File: config.mk
export PLATFORM = sky130hd
export DESIGN_NAME = keyed_wdog
export DESIGN_NICKNAME = d
export VERILOG_FILES = /design/src/rtl/keyed_wdog_pkg.sv /design/src/rtl/kw_tick_edge.sv /design/src/rtl/kw_cfg_regs.sv /design/src/rtl/kw_count_fsm.sv /design/src/rtl/keyed_wdog.sv
export SDC_FILE = /design/constraint.sdc
export NUM_CORES = 1
export LEC_CHECK = 0
export ABC_AREA = 1
export BUFFER_PORTS_ARGS = -buffer_cell sky130_fd_sc_hd__buf_2
export CORE_UTILIZATION = 60
export CTS_CLUSTER_DIAMETER = 50
export DETAILED_ROUTE_END_ITERATION = 7
export PLACE_DENSITY = 0.91
export SYNTH_ARGS = -nofsm -noshare
export SYNTH_HDL_FRONTEND = slang
export SYNTH_SLANG_ARGS = --single-unit
export TNS_END_PERCENT = 20
File: constraint.sdc
create_clock -name clk -period 2.2 [get_ports clk]
set_input_delay 0.11 -clock clk [delete_from_list [all_inputs] [get_ports clk]]
set_output_delay 0.11 -clock clk [all_outputs]
set_load 0.1 [all_outputs]
File: src/rtl/keyed_wdog_pkg.sv
package keyed_wdog_pkg;

    typedef enum logic [1:0] {
        ST_IDLE  = 2'd0,
        ST_COUNT = 2'd1,
        ST_FIRE  = 2'd2
    } kw_state_e;

    localparam logic [5:0] A_LOAD_LO = 6'h00;
    localparam logic [5:0] A_LOAD_HI = 6'h04;
    localparam logic [5:0] A_CTRL    = 6'h08;
    localparam logic [5:0] A_LOCK    = 6'h20;

    localparam logic [15:0] UNLOCK_KEY = 16'hE551;

    localparam int B_RUN   = 1;
    localparam int B_MODE  = 2;
    localparam int B_RSTEN = 3;

endpackage

File: src/rtl/kw_tick_edge.sv
module kw_tick_edge #(
    parameter int SYNC_STAGES = 2
) (
    input  logic clk,
    input  logic rst_n,
    input  logic tick_in,
    output logic tick_pulse
);
    logic [SYNC_STAGES-1:0] sync_q;
    logic                   prev_q;

    generate
        if (SYNC_STAGES == 1) begin : g_one
            always_ff @(posedge clk or negedge rst_n) begin
                if (!rst_n) sync_q <= '0;
                else        sync_q <= tick_in;
            end
        end else begin : g_many
            always_ff @(posedge clk or negedge rst_n) begin
                if (!rst_n) sync_q <= '0;
                else        sync_q <= {sync_q[SYNC_STAGES-2:0], tick_in};
            end
        end
    endgenerate

    always_ff @(posedge clk or negedge rst_n) begin
        if (!rst_n) prev_q <= 1'b0;
        else        prev_q <= sync_q[SYNC_STAGES-1];
    end

    assign tick_pulse = sync_q[SYNC_STAGES-1] & ~prev_q;

    // a detected edge lasts exactly one system clock
    a_r7_single_tick: assert property (@(posedge clk) disable iff (!rst_n)
        tick_pulse |=> !tick_pulse);

endmodule

File: src/rtl/kw_cfg_regs.sv
module kw_cfg_regs
    import keyed_wdog_pkg::*;
#(
    parameter int ADDR_W = 6,
    parameter int DATA_W = 16,
    localparam int CNT_W = 2 * DATA_W
) (
    input  logic              clk,
    input  logic              rst_n,
    input  logic              wr,
    input  logic [ADDR_W-1:0] addr,
    input  logic [DATA_W-1:0] wdata,
    input  logic              run_now,
    output logic [CNT_W-1:0]  load_val,
    output logic              rsten_q,
    output logic              ctrl_wr,
    output logic              ctrl_run,
    output logic [DATA_W-1:0] rdata
);
    logic [DATA_W-1:0] lo_q, hi_q;
    logic              mode_q;
    logic              locked_q;
    logic              hit_lo, hit_hi, hit_ctrl, hit_lock;
    logic              cfg_ok;

    assign hit_lo   = (addr == ADDR_W'(A_LOAD_LO));
    assign hit_hi   = (addr == ADDR_W'(A_LOAD_HI));
    assign hit_ctrl = (addr == ADDR_W'(A_CTRL));
    assign hit_lock = (addr == ADDR_W'(A_LOCK));
    assign cfg_ok   = wr && !locked_q;

    always_ff @(posedge clk or negedge rst_n) begin
        if (!rst_n) begin
            locked_q <= 1'b1;
        end else if (wr && hit_lock) begin
            locked_q <= (wdata != DATA_W'(UNLOCK_KEY));
        end
    end

    always_ff @(posedge clk or negedge rst_n) begin
        if (!rst_n) begin
            lo_q    <= '0;
            hi_q    <= '0;
            mode_q  <= 1'b0;
            rsten_q <= 1'b0;
        end else if (cfg_ok) begin
            if (hit_lo) lo_q <= wdata;
            if (hit_hi) hi_q <= wdata;
            if (hit_ctrl) begin
                mode_q  <= wdata[B_MODE];
                rsten_q <= wdata[B_RSTEN];
            end
        end
    end

    assign load_val = {hi_q, lo_q};
    assign ctrl_wr  = cfg_ok && hit_ctrl;
    assign ctrl_run = wdata[B_RUN];

    always_comb begin
        rdata = '0;
        if (hit_lo) begin
            rdata = lo_q;
        end else if (hit_hi) begin
            rdata = hi_q;
        end else if (hit_ctrl) begin
            rdata[B_RUN]   = run_now;
            rdata[B_MODE]  = mode_q;
            rdata[B_RSTEN] = rsten_q;
        end else if (hit_lock) begin
            rdata[0] = locked_q;
        end
    end

    // locked writes leave the load halves unchanged
    a_r2_locked_lo: assert property (@(posedge clk) disable iff (!rst_n)
        (locked_q && wr && hit_lo) |=> $stable(lo_q));
    a_r2_locked_hi: assert property (@(posedge clk) disable iff (!rst_n)
        (locked_q && wr && hit_hi) |=> $stable(hi_q));
    // the key opens the block
    a_r3_key_unlocks: assert property (@(posedge clk) disable iff (!rst_n)
        (wr && hit_lock && wdata == DATA_W'(UNLOCK_KEY)) |=> !locked_q);
    // any other value closes it
    a_r4_stray_locks: assert property (@(posedge clk) disable iff (!rst_n)
        (wr && hit_lock && wdata != DATA_W'(UNLOCK_KEY)) |=> locked_q);

endmodule

File: src/rtl/kw_count_fsm.sv
module kw_count_fsm
    import keyed_wdog_pkg::*;
#(
    parameter int CNT_W      = 32,
    parameter int RST_CYCLES = 4,
    localparam int FIRE_W    = (RST_CYCLES < 2) ? 1 : $clog2(RST_CYCLES)
) (
    input  logic             clk,
    input  logic             rst_n,
    input  logic             tick,
    input  logic             ctrl_wr,
    input  logic             ctrl_run,
    input  logic             rsten,
    input  logic [CNT_W-1:0] load_val,
    output logic             running,
    output logic             rst_out
);
    kw_state_e          st_q, st_nxt;
    logic [CNT_W-1:0]   cnt_q;
    logic [FIRE_W-1:0]  fire_q;
    logic               arm, halt, cnt_low;

    assign arm     = ctrl_wr && ctrl_run;
    assign halt    = ctrl_wr && !ctrl_run;
    assign cnt_low = (cnt_q[CNT_W-1:1] == '0);

    always_comb begin
        st_nxt = st_q;
        unique case (st_q)
            ST_IDLE:  if (arm) st_nxt = ST_COUNT;
            ST_COUNT: begin
                if (halt)                 st_nxt = ST_IDLE;
                else if (tick && cnt_low) st_nxt = rsten ? ST_FIRE : ST_IDLE;
            end
            ST_FIRE:  if (fire_q == '0) st_nxt = ST_IDLE;
            default:  st_nxt = ST_IDLE;
        endcase
    end

    always_ff @(posedge clk or negedge rst_n) begin
        if (!rst_n) st_q <= ST_IDLE;
        else        st_q <= st_nxt;
    end

    always_ff @(posedge clk or negedge rst_n) begin
        if (!rst_n) begin
            cnt_q <= '0;
        end else if (st_q == ST_IDLE && arm) begin
            cnt_q <= load_val;
        end else if (st_q == ST_COUNT && !halt && tick) begin
            cnt_q <= cnt_low ? '0 : cnt_q - 1'b1;
        end
    end

    always_ff @(posedge clk or negedge rst_n) begin
        if (!rst_n) begin
            fire_q <= '0;
        end else if (st_q != ST_FIRE && st_nxt == ST_FIRE) begin
            fire_q <= FIRE_W'(RST_CYCLES - 1);
        end else if (st_q == ST_FIRE && fire_q != '0) begin
            fire_q <= fire_q - 1'b1;
        end
    end

    always_comb begin
        running = (st_q == ST_COUNT);
        rst_out = (st_q == ST_FIRE);
    end

    // arming loads the combined value
    a_r6_arm_loads: assert property (@(posedge clk) disable iff (!rst_n)
        (st_q == ST_IDLE && arm) |=> (st_q == ST_COUNT && cnt_q == $past(load_val)));
    // each tick steps the counter down by one
    a_r7_step_down: assert property (@(posedge clk) disable iff (!rst_n)
        (st_q == ST_COUNT && tick && !halt && !cnt_low) |=> (cnt_q == $past(cnt_q) - 1'b1));
    // expiry with reset enabled raises the pulse
    a_r8_expire_fires: assert property (@(posedge clk) disable iff (!rst_n)
        (st_q == ST_COUNT && tick && !halt && cnt_low && rsten) |=> rst_out);
    // the pulse is never cut short into counting
    a_r11_fire_no_arm: assert property (@(posedge clk) disable iff (!rst_n)
        (st_q == ST_FIRE) |=> (st_q != ST_COUNT));

endmodule

File: src/rtl/keyed_wdog.sv
module keyed_wdog
    import keyed_wdog_pkg::*;
#(
    parameter int ADDR_W      = 6,
    parameter int DATA_W      = 16,
    parameter int RST_CYCLES  = 4,
    parameter int SYNC_STAGES = 2
) (
    input  logic              clk,
    input  logic              rst_n,
    input  logic              tick_in,
    input  logic              bus_wr,
    input  logic [ADDR_W-1:0] bus_addr,
    input  logic [DATA_W-1:0] bus_wdata,
    output logic [DATA_W-1:0] bus_rdata,
    output logic              wdog_rst
);
    localparam int CNT_W = 2 * DATA_W;

    logic             tick;
    logic [CNT_W-1:0] load_val;
    logic             rsten, ctrl_wr, ctrl_run, running;

    kw_tick_edge #(.SYNC_STAGES(SYNC_STAGES)) u_tick (
        .clk        (clk),
        .rst_n      (rst_n),
        .tick_in    (tick_in),
        .tick_pulse (tick)
    );

    kw_cfg_regs #(.ADDR_W(ADDR_W), .DATA_W(DATA_W)) u_regs (
        .clk      (clk),
        .rst_n    (rst_n),
        .wr       (bus_wr),
        .addr     (bus_addr),
        .wdata    (bus_wdata),
        .run_now  (running),
        .load_val (load_val),
        .rsten_q  (rsten),
        .ctrl_wr  (ctrl_wr),
        .ctrl_run (ctrl_run),
        .rdata    (bus_rdata)
    );

    kw_count_fsm #(.CNT_W(CNT_W), .RST_CYCLES(RST_CYCLES)) u_fsm (
        .clk      (clk),
        .rst_n    (rst_n),
        .tick     (tick),
        .ctrl_wr  (ctrl_wr),
        .ctrl_run (ctrl_run),
        .rsten    (rsten),
        .load_val (load_val),
        .running  (running),
        .rst_out  (wdog_rst)
    );

endmodule

==> metrics <==
H-tree depth=3; Final Hold Fails=0; placed cell areas=between 0.004 and 0.005 mm^2; post-route ant nets=0; Final GP Congestion=1.01; Slew Limit Fails=0; Mean Syn Cell Area=about 7.2 um^2; post-DP HPWL=around 9.0 mm; share of cells above drive strength 1=~14%; critical path's top delay family=simple AND/OR/NAND/NOR gates; Setup TNS Final=0 ns; Sink Count=74; post-route cell area=between 0.005 and 0.006 mm^2; Leak Pwr=roughly 2.9 nW; first-pass GRT wire length=approximately 21 mm; status=completed; Startpoint Class=register; Worst-Skew Late Latency=around 0.36 ns; max_cap viols=0; Starting DRT DRC Count=about 430; classification of the worst setup path=reg -> reg; die area=0.00786 mm^2; clock network fraction of design power=roughly 44%; switch share=around 26%; P&R area growth vs syn=12.7%; hold-fix buffers at CTS=2; I/O pins=43; root buf cell=clkbuf_8; worst path buffer plus inverter count=1; CTS tree=yes; total core area=0.00725 mm^2; combinational fraction of design power=8.8%; RSZ-0062 raised after global routing=no; cts repair resizes=0; DRC Markers=0; pwr/cell area=between 500 and 600 mW/mm^2; Setup Skew=0.0123 ns; CP Max Fanout=6; #FFs+latches synth=74; final worst slack=0.158 ns; drt first pass iters=6; Die X=between 80 and 90 um; Layout Nets=700; Critical Path RT=2.46 ns; vias per inst=between 5 and 6; post-CTS setup buffer count=0; total grt overflow=0; Achievable Freq=~0.5 GHz; most frequent cells in the layout=nand2_1, nand3_1, dfrtp_1; Num CTS Buffers=9; Initial Util=~62%; largest net degree at the start of global routing=54; total number of vias=between 4,000 and 5,000; Die Y=just under 90 um; Layout fillers=between 600 and 700; PortBufs=42; HP Class=in -> reg; Synth Instances=between 600 and 700; Unique masters post-synth=32; worst path cell trace=inv_1 -> ha_1 -> nand2_1 -> nor2_1 -> nand3_1 -> nor3_1 -> nand4_1 -> nand3_1 -> nand2_1; period utilization=between 90% and 100%; Max VDD drop=around 0.00046 V; post-synthesis sequential area ratio=about two fifths; wire per inst=~16 um; CTS max path bufs=2; initial antenna violation count=0; worst slew pin tran=roughly 0.68 ns; post-route minimum period=roughly 2.0 ns; post-synthesis cell area=0.00450 mm^2; setup violators final=0; Net Count, Synth=between 600 and 700; Max-slew headroom=54.4%; Antenna diodes=0; Rows=31; Total Wirelength=around 13 mm; Synthesis Warnings=0; gr usage total=a little over a third; Internal Power=2.25 mW; worst stage delay on the critical path=0.40 ns; sequential share of power=between 40% and 50%; commonest non-fill, non-tap cell in the layout=nand2_1; Post-Place Worst Slack=0.264 ns; sw power=0.785 mW; Worst-path clk slew=about 0.090 ns; worst path arrival time=2.30 ns; vias in the first global route=4,255; highest-delay cell along the critical path=dfrtp_1; capturing element type of the critical path=register
-- metrics by stage --
stage                     util [%]  hold WS, ns  total power [mW]  std cells
after floorplan                  -       -0.186              1.61        628
after global placement        66.3        0.102              1.71        758
after detailed placement      66.3        0.114              1.72        758
after CTS                     70.0       0.0134              3.03        776
after global routing          70.0       0.0245              3.13        776
final                         70.0       0.0217              3.04        776
-- power by group through the flow --
stage / clock [mW] / sequential (mW) / combinational, mW
after detailed placement: 0 / 1.47 / 0.259
after global routing: 1.38 / 1.44 / 0.300
after floorplan: 0 / 1.45 / 0.156
after CTS: 1.33 / 1.44 / 0.264
after global placement: 0 / 1.46 / 0.251
final: 1.33 / 1.44 / 0.267
-- layout make-up --
class | instances | area, um^2 | area share (%)
Inverter | 73 | 274 | 5.40
Tap cell | 99 | 124 | 2.44
Clock inverter | 7 | 125 | 2.47
Multi-Input combinational cell | 461 | 2260 | 44.6
Timing Repair Buffer | 53 | 310 | 6.11
Sequential cell | 74 | 1850 | 36.5
Clock buffer | 9 | 124 | 2.44
-- cell usage after synthesis --
master,n,area share [%]
buf_6,3,0.75
nor2_4,3,0.75
a22o_1,12,2.3
nand2_1,189,16
o21ai_0,29,3.2
or2_4,1,0.19
inv_1,71,5.9
ha_1,2,0.56
nand4_1,14,1.9
nand4_4,1,0.47
dfstp_2,1,0.58
xor2_1,13,2.5
nor2_8,1,0.44
nor2_2,14,1.9
xnor2_1,2,0.39
nand3b_4,1,0.44
o21bai_1,2,0.33
nand3_2,2,0.44
nand2_4,2,0.50
o21ai_1,10,1.1
clkbuf_1,8,0.67
nor3b_1,1,0.17
nor4_1,4,0.56
dfrtp_1,73,41
nor3_1,2,0.22
inv_2,2,0.17
buf_4,2,0.33
nand3_4,1,0.39
o211ai_1,2,0.33
buf_2,7,0.78
nor2_1,65,5.4
nand3_1,88,9.8
-- worst register-to-register path: cells and delay by family, from the launching register on --
kind	cells	cell delay, ns
simple gates	7	1.11
flops	1	0.40
fa+ha+maj	1	0.29
buf+inv	1	0.13
-- cell families after synthesis --
group                    synth area share (%)
AND/OR/NAND/NOR                          39.4
buffers and inverters                    8.61
flip-flops                               41.2
AO/OA/AOI/OAI                            7.34
XOR/XNOR                                 2.92
adder cells (fa/ha/maj)                 0.556
-- metal layers --
layer  part of all wire, %  vias up  global-route usage [%]  wire, um
li1                      -     2107                       -         -
met1                    43     2094                    48.2      5340
met2                    46      222                    55.6      5790
met3                   8.8       30                    7.18      1100
met4                   2.3        0                    12.5       293
met5                     0        -                       0         0
-- final timing paths --
path | slack (ns) | cells past startpoint | start | end
max | 0.16 | 9 | u_fsm.cnt_q[0] | u_fsm.cnt_q[28]
min | 0.02 | 3 | bus_wdata[12] | u_regs.hi_q[12]
max reg2reg | 0.16 | 9 | u_fsm.cnt_q[0] | u_fsm.cnt_q[28]
min reg2reg | 0.37 | 0 | u_tick.sync_q[0] | u_tick.sync_q[1]
max in group asynchronous | 1.26 | 3 | rst_n | u_regs.lo_q[13]
min in group asynchronous | 0.26 | 2 | rst_n | u_fsm.cnt_q[19]
-- registers in the layout, summed over array words and instances, names as in the netlist --
| signal | flops |
|---|---|
| u_fsm.cnt_q | 32 |
| u_fsm.fire_q | 2 |
| u_fsm.st_q | 2 |
| u_regs.hi_q | 16 |
| u_regs.lo_q | 16 |
| u_regs.locked_q | 1 |
| u_regs.mode_q | 1 |
| u_regs.rsten_q | 1 |
| u_tick.prev_q | 1 |
| u_tick.sync_q | 2 |
(Power assumes the default switching activity.)
